`config.mk`:
```
export PLATFORM = sky130hd
export DESIGN_NAME = tts_station
export DESIGN_NICKNAME = d
export VERILOG_FILES = /design/src/rtl/tts_pkg.sv /design/src/rtl/tts_opnd_slot.sv /design/src/rtl/tts_issue_ctl.sv /design/src/rtl/tts_bcast.sv /design/src/rtl/tts_station.sv
export SDC_FILE = /design/constraint.sdc
export NUM_CORES = 1
export LEC_CHECK = 0
export CORE_ASPECT_RATIO = 1.5
export CORE_MARGIN = 2
export CORE_UTILIZATION = 43
export CTS_CLUSTER_SIZE = 16
export DETAILED_ROUTE_END_ITERATION = 16
export PLACE_DENSITY = 0.76
export REMOVE_ABC_BUFFERS = 1
export SYNTH_ARGS = -nofsm -noshare
export SYNTH_HDL_FRONTEND = slang
export SYNTH_SLANG_ARGS = --single-unit
```
`constraint.sdc`:
```
create_clock -name clk -period 1.8 [get_ports clk]
set_input_delay 0.36 -clock clk [delete_from_list [all_inputs] [get_ports clk]]
set_output_delay 0.36 -clock clk [all_outputs]
set_load 0.05 [all_outputs]
```
`src/rtl/tts_pkg.sv`:
```
package tts_pkg;

    localparam int TTS_TAG_W   = 8;
    localparam int TTS_ADDR_W  = 8;
    localparam int TTS_DATA_W  = 16;
    localparam int TTS_NUM_SRC = 2;

    typedef enum logic [1:0] {
        ST_EMPTY = 2'd0,
        ST_WAIT  = 2'd1,
        ST_EXEC  = 2'd2
    } stage_e;

    // True when cand is an earlier producer than own and nearer than held.
    function automatic logic tag_wins(
        input logic [31:0] cand,
        input logic [31:0] own,
        input logic [31:0] held,
        input logic        held_vld
    );
        return (cand < own) && (!held_vld || (cand > held));
    endfunction

endpackage

```
`src/rtl/tts_opnd_slot.sv`:
```
module tts_opnd_slot #(
    parameter int TAG_W  = tts_pkg::TTS_TAG_W,
    parameter int ADDR_W = tts_pkg::TTS_ADDR_W,
    parameter int DATA_W = tts_pkg::TTS_DATA_W
) (
    input  logic              clk,
    input  logic              rst,
    input  logic              clear,
    input  logic              arm,
    input  logic [ADDR_W-1:0] new_src,
    input  logic [TAG_W-1:0]  own_tag,
    input  logic              bus_valid,
    input  logic [TAG_W-1:0]  bus_tag,
    input  logic [ADDR_W-1:0] bus_addr,
    input  logic [DATA_W-1:0] bus_data,
    output logic              held_vld,
    output logic [DATA_W-1:0] held_val,
    output logic              changed
);
    logic [ADDR_W-1:0] src_q;
    logic [TAG_W-1:0]  tag_q;
    logic              take;

    always_comb begin
        take = arm && bus_valid && (bus_addr == src_q) &&
               tts_pkg::tag_wins(32'(bus_tag), 32'(own_tag), 32'(tag_q), held_vld);
        changed = take && (!held_vld || (bus_data != held_val));
    end

    always_ff @(posedge clk) begin
        if (rst) begin
            src_q    <= '0;
            tag_q    <= '0;
            held_vld <= 1'b0;
            held_val <= '0;
        end else if (clear) begin
            src_q    <= new_src;
            tag_q    <= '0;
            held_vld <= 1'b0;
        end else if (take) begin
            tag_q    <= bus_tag;
            held_vld <= 1'b1;
            held_val <= bus_data;
        end
    end
endmodule

```
`src/rtl/tts_issue_ctl.sv`:
```
module tts_issue_ctl (
    input  logic           clk,
    input  logic           rst,
    input  logic           load,
    input  logic           all_vld,
    input  logic           chg,
    input  logic           exec_ready,
    input  logic           res_valid,
    output logic           req_valid,
    output logic           done,
    output tts_pkg::stage_e stage
);
    import tts_pkg::*;

    logic dirty;
    logic grant;

    always_comb begin
        req_valid = (stage == ST_WAIT) && all_vld && dirty;
        grant     = req_valid && exec_ready;
        done      = (stage == ST_EXEC) && res_valid && !load;
    end

    always_ff @(posedge clk) begin
        if (rst) begin
            stage <= ST_EMPTY;
            dirty <= 1'b0;
        end else if (load) begin
            stage <= ST_WAIT;
            dirty <= 1'b0;
        end else begin
            case (stage)
                ST_WAIT: if (grant)     stage <= ST_EXEC;
                ST_EXEC: if (res_valid) stage <= ST_WAIT;
                default: stage <= stage;
            endcase
            if (chg)        dirty <= 1'b1;
            else if (grant) dirty <= 1'b0;
        end
    end
endmodule

```
`src/rtl/tts_bcast.sv`:
```
module tts_bcast #(
    parameter int TAG_W        = tts_pkg::TTS_TAG_W,
    parameter int ADDR_W       = tts_pkg::TTS_ADDR_W,
    parameter int DATA_W       = tts_pkg::TTS_DATA_W,
    parameter bit SUPPRESS_DUP = 1'b0
) (
    input  logic              clk,
    input  logic              rst,
    input  logic              load,
    input  logic              done,
    input  logic              pred,
    input  logic [DATA_W-1:0] res_data,
    input  logic [DATA_W-1:0] prior,
    input  logic [TAG_W-1:0]  own_tag,
    input  logic [ADDR_W-1:0] dst,
    output logic              out_valid,
    output logic [TAG_W-1:0]  out_tag,
    output logic [ADDR_W-1:0] out_addr,
    output logic [DATA_W-1:0] out_data
);
    logic [DATA_W-1:0] pick;
    logic [DATA_W-1:0] last_q;
    logic              sent_q;
    logic              emit;

    always_comb begin
        pick = pred ? res_data : prior;
        emit = !SUPPRESS_DUP || !sent_q || (pick != last_q);
    end

    always_ff @(posedge clk) begin
        if (rst) begin
            out_valid <= 1'b0;
            out_tag   <= '0;
            out_addr  <= '0;
            out_data  <= '0;
            last_q    <= '0;
            sent_q    <= 1'b0;
        end else begin
            out_valid <= 1'b0;
            if (load) begin
                sent_q <= 1'b0;
            end else if (done) begin
                if (emit) begin
                    out_valid <= 1'b1;
                    out_tag   <= own_tag;
                    out_addr  <= dst;
                    out_data  <= pick;
                end
                last_q <= pick;
                sent_q <= 1'b1;
            end
        end
    end
endmodule

```
`src/rtl/tts_station.sv`:
```
module tts_station #(
    parameter int TAG_W        = tts_pkg::TTS_TAG_W,
    parameter int ADDR_W       = tts_pkg::TTS_ADDR_W,
    parameter int DATA_W       = tts_pkg::TTS_DATA_W,
    parameter int NUM_SRC      = tts_pkg::TTS_NUM_SRC,
    parameter bit SUPPRESS_DUP = 1'b0
) (
    input  logic                      clk,
    input  logic                      rst,
    input  logic                      ld_valid,
    input  logic [TAG_W-1:0]          ld_tag,
    input  logic [ADDR_W-1:0]         ld_dst,
    input  logic [NUM_SRC*ADDR_W-1:0] ld_srcs,
    input  logic [DATA_W-1:0]         ld_prior,
    input  logic                      pred_i,
    input  logic [TAG_W-1:0]          commit_tag,
    input  logic                      bus_valid,
    input  logic [TAG_W-1:0]          bus_tag,
    input  logic [ADDR_W-1:0]         bus_addr,
    input  logic [DATA_W-1:0]         bus_data,
    input  logic                      exec_ready,
    input  logic                      res_valid,
    input  logic [DATA_W-1:0]         res_data,
    output logic                      req_valid,
    output logic [NUM_SRC*DATA_W-1:0] req_ops,
    output logic [TAG_W-1:0]          req_prio,
    output logic                      out_valid,
    output logic [TAG_W-1:0]          out_tag,
    output logic [ADDR_W-1:0]         out_addr,
    output logic [DATA_W-1:0]         out_data
);
    import tts_pkg::*;

    localparam int OPS_W = NUM_SRC * DATA_W;

    logic [TAG_W-1:0]   own_tag_q;
    logic [ADDR_W-1:0]  dst_q;
    logic [DATA_W-1:0]  prior_q;
    logic               pred_q;
    stage_e             stage;
    logic               loaded;
    logic               arm;
    logic               pred_chg;
    logic               any_chg;
    logic               done;
    logic [NUM_SRC-1:0] op_vld;
    logic [NUM_SRC-1:0] op_chg;
    logic [OPS_W-1:0]   ops_flat;

    always_comb begin
        loaded   = (stage != ST_EMPTY);
        arm      = loaded && !ld_valid;
        pred_chg = arm && (pred_i != pred_q);
        any_chg  = (|op_chg) || pred_chg;
    end

    always_ff @(posedge clk) begin
        if (rst) begin
            own_tag_q <= '0;
            dst_q     <= '0;
            prior_q   <= '0;
            pred_q    <= 1'b0;
        end else begin
            pred_q <= pred_i;
            if (ld_valid) begin
                own_tag_q <= ld_tag;
                dst_q     <= ld_dst;
                prior_q   <= ld_prior;
            end
        end
    end

    for (genvar g = 0; g < NUM_SRC; g++) begin : g_slot
        tts_opnd_slot #(
            .TAG_W (TAG_W),
            .ADDR_W(ADDR_W),
            .DATA_W(DATA_W)
        ) slot_i (
            .clk      (clk),
            .rst      (rst),
            .clear    (ld_valid),
            .arm      (arm),
            .new_src  (ld_srcs[g*ADDR_W +: ADDR_W]),
            .own_tag  (own_tag_q),
            .bus_valid(bus_valid),
            .bus_tag  (bus_tag),
            .bus_addr (bus_addr),
            .bus_data (bus_data),
            .held_vld (op_vld[g]),
            .held_val (ops_flat[g*DATA_W +: DATA_W]),
            .changed  (op_chg[g])
        );
    end

    tts_issue_ctl issue_i (
        .clk       (clk),
        .rst       (rst),
        .load      (ld_valid),
        .all_vld   (&op_vld),
        .chg       (any_chg),
        .exec_ready(exec_ready),
        .res_valid (res_valid),
        .req_valid (req_valid),
        .done      (done),
        .stage     (stage)
    );

    tts_bcast #(
        .TAG_W       (TAG_W),
        .ADDR_W      (ADDR_W),
        .DATA_W      (DATA_W),
        .SUPPRESS_DUP(SUPPRESS_DUP)
    ) bcast_i (
        .clk      (clk),
        .rst      (rst),
        .load     (ld_valid),
        .done     (done),
        .pred     (pred_i),
        .res_data (res_data),
        .prior    (prior_q),
        .own_tag  (own_tag_q),
        .dst      (dst_q),
        .out_valid(out_valid),
        .out_tag  (out_tag),
        .out_addr (out_addr),
        .out_data (out_data)
    );

    assign req_ops  = ops_flat;
    assign req_prio = own_tag_q - commit_tag;
endmodule

```
==> impl_metrics.tcl <==
set metrics [dict create \
    htree_levels 4 \
    finalCriticalPeriod_ps 2610 \
    async_reset_ff_share_pct 0 \
    rsz0062_at_grt "yes" \
    cpMaxStageDelayCell "clkdlybuf4s50_1" \
    die_x_um 104 \
    initial_core_util_pct 44.1 \
    syn_to_final_growth_pct 67.7 \
    drt-pass1-iter-count 5 \
    syn-cell-area_sq_um 6440 \
    finalCritPeriodShare_pct 145 \
    antennaDiodeCount 0 \
    netlist_instances 738 \
    wire_per_inst_um 20.2 \
    drive_gt1_share_pct 37.3 \
    syn-mean-instance-area_sq_um 8.73 \
    path_delay_family "buffers and inverters" \
    maxSlewViolCount 0 \
    crit_path_end_kind "output pin" \
    hold_class "primary input to flop" \
    ir_worst_vdd_v 0.000575 \
    cts.hold.buffers_added 0 \
    track_usage_pct 26.9 \
    grt_max_degree 91 \
    coreArea_sq_um 14600 \
    synthFlopType "dfxtp_1" \
    finalSetupViolations 59 \
    numPortBuffers 184 \
    violations "setup timing" \
    drv_cap 0 \
    viasPerCell 5.56 \
    dp_cells 1139 \
    seq_area_frac_synth_pct 42.0 \
    cp_max_fo 3 \
    nets 1133 \
    cp_cell_sequence "clkdlybuf4s50_1 > inv_2 > ha_4 > nor2b_1 > o21ai_1 > nand2b_1 > a21o_1 > a21oi_2 > xnor2_1 > bufbuf_16" \
    die_h_um 154 \
    gp_congestion 0.854 \
    cts_sinks 135 \
    skew_ps 16.6 \
    fillers 968 \
    ys_warn_count 0 \
    cts.clk_slew.worst_paths_ps 60 \
    cp-start-kind "primary input" \
    row_count 54 \
    finalHoldViolations 0 \
    cts-root-buf "clkbuf_16" \
    cts_tree "yes" \
    grt_pass1_vias 6866 \
    finalNonFillerCells 1198 \
    dieArea_sq_um 16000 \
    cts_made_buffers 17 \
    grt_overflow 0 \
    grt_pass1_wl_um 34300 \
    worstMarginPinSlew_ps 661 \
    yosys.area.top_type "dfxtp_1" \
    final_cell_mix "127 x dfxtp_1, 127 x buf_4, 102 x clkdlybuf4s50_1, 72 x nor2_1, 64 x mux2i_1" \
    grt_antenna_before_repair 0 \
    slew_headroom_pct 55.5 \
    multi_input_area_sq_um 4280 \
    crit_arrival_ps 2250 \
    synth_top_area_share_pct 42.0 \
    ys_types 38 \
    clock_latency_ps 420 \
    via_count 6659 \
    p_per_area_nw_per_um2 717 \
    final.setup.worst_slack_ps -806 \
    seqCellArea_sq_um 2720 \
    critPathKind "primary input to output pin" \
    drc 0 \
    path_buf_inv 3 \
    postLayoutCoreUtil_pct 74.0 \
    top_level_ports 185 \
    synth-seq-cells 135 \
    drt_iter0_markers 297 \
    wirelength_um 24200 \
    fin_tns_setup_ps -23430 \
    leakage_nw 4.20 \
    required_ps 1440 \
    synth_edf_count 0 \
    ant_nets 0 \
    fmax_ghz 0.384 \
    dpl.hpwl_um 13000 \
    clk_path_buf_depth 2 \
    critPathMaxStageDelay_ps 480 \
    synth.area.top_cells "dfxtp_1 42%, mux2i_1 9.9%, ha_1 5.8%" \
    status "finished with violations" \
]
Yosys cell counts (7+ instances only):
| master | n |
|---|---|
| xnor2_1 | 28 |
| dfxtp_1 | 135 |
| clkbuf_1 | 33 |
| nor2b_1 | 7 |
| ha_1 | 30 |
| o21ai_1 | 12 |
| mux2i_1 | 64 |
| o21ai_0 | 44 |
| xor2_1 | 27 |
| nand3_1 | 56 |
| a21oi_1 | 71 |
| nand2_1 | 40 |
| a211oi_1 | 20 |
| nand4_1 | 11 |
| nor2_1 | 77 |
| inv_1 | 34 |
registers in the layout, summed over array words and instances, names as in the netlist:
name	count
g_slot.slot_i.held_val	32
bcast_i.out_data	16
g_slot.slot_i.src_q	16
g_slot.slot_i.tag_q	16
prior_q	16
bcast_i.out_addr	8
bcast_i.out_tag	8
dst_q	8
own_tag_q	8
g_slot.slot_i.held_vld	2
issue_i.stage	2
bcast_i.out_valid	1
issue_i.dirty	1
pred_q	1
routing by layer:
metal | global-route usage (%) | wire length (um)
met1 | 27.4 | 8450
met2 | 48.3 | 12500
met3 | 6.10 | 1580
met4 | 19.2 | 1690
met5 | 0 | 0
worst register-to-register path, cell delays in order (launching register included):
cell and delay, ps:
dfxtp_4 370, inv_2 50, buf_4 140, ha_4 160
a211oi_4 240, o21ai_2 100, a21oi_4 200, buf_6 140
buf_6 80, and3_4 280, buf_8 180, nand3_4 90
a21oi_2 180
per-stage QoR:
step	setup WS, ps	total power, W	hold slack, ps	instance area (sq um)
finish	-806	0.00775	428	10800
global route	-923	0.00800	444	10800
CTS	-798	0.00768	441	10300
detailed placement	-1030	0.00429	447	8830
global placement	-1030	0.00427	435	8830
floorplan	-913	0.00360	425	6210
timing repair:
action | in CTS | in global routing
gates resized for setup | 154 | 142
cloned | 9 | 1
setup endpoints to repair | 59 | 59
buffers inserted | 20 | 7
endpoints found under the hold margin | 0 | 0
pin swaps | 89 | 72
cells by family (layout without fill, tap and decap cells):
group | Yosys count | in the layout | synth area share [%]
and+or+nand+nor | 210 | 210 | 14.9
AOI/OAI and AO/OA | 161 | 161 | 14.0
DFF | 135 | 135 | 42.0
buffers and inverters | 82 | 346 | 5.58
muxes | 64 | 64 | 9.95
xor gates and xnor gates | 55 | 55 | 7.48
adders and majority gates | 31 | 31 | 6.14
path summary, 6_finish.rpt:
path                                     from                            to  slack, ps  cells past startpoint
worst max-delay path            commit_tag[2]                   req_prio[6]       -810                     10
worst min register to register       dst_q[3]           bcast_i.out_addr[3]        450                      2
worst min-delay path               bus_tag[6]     g_slot[1].slot_i.tag_q[6]        430                      4
worst max register to register   own_tag_q[1]  g_slot[0].slot_i.held_val[9]       -460                     12
where the power goes:
part	total [W]	switching (W)	internal, W
combinational	0.00133	0.000601	0.000730
clock	0.00332	0.00136	0.00196
sequential	0.00309	0.0000410	0.00305
final cells by class:
class	instances	share of cell area, %
clock buffers	19	4.19
clock inverters	11	0.950
inverters	34	1.21
multi-input cells	521	39.7
flip-flops and latches	135	25.2
well taps	196	2.27
repair buffers	282	26.5
No activity file was read; power rests on OpenSTA's default activity.
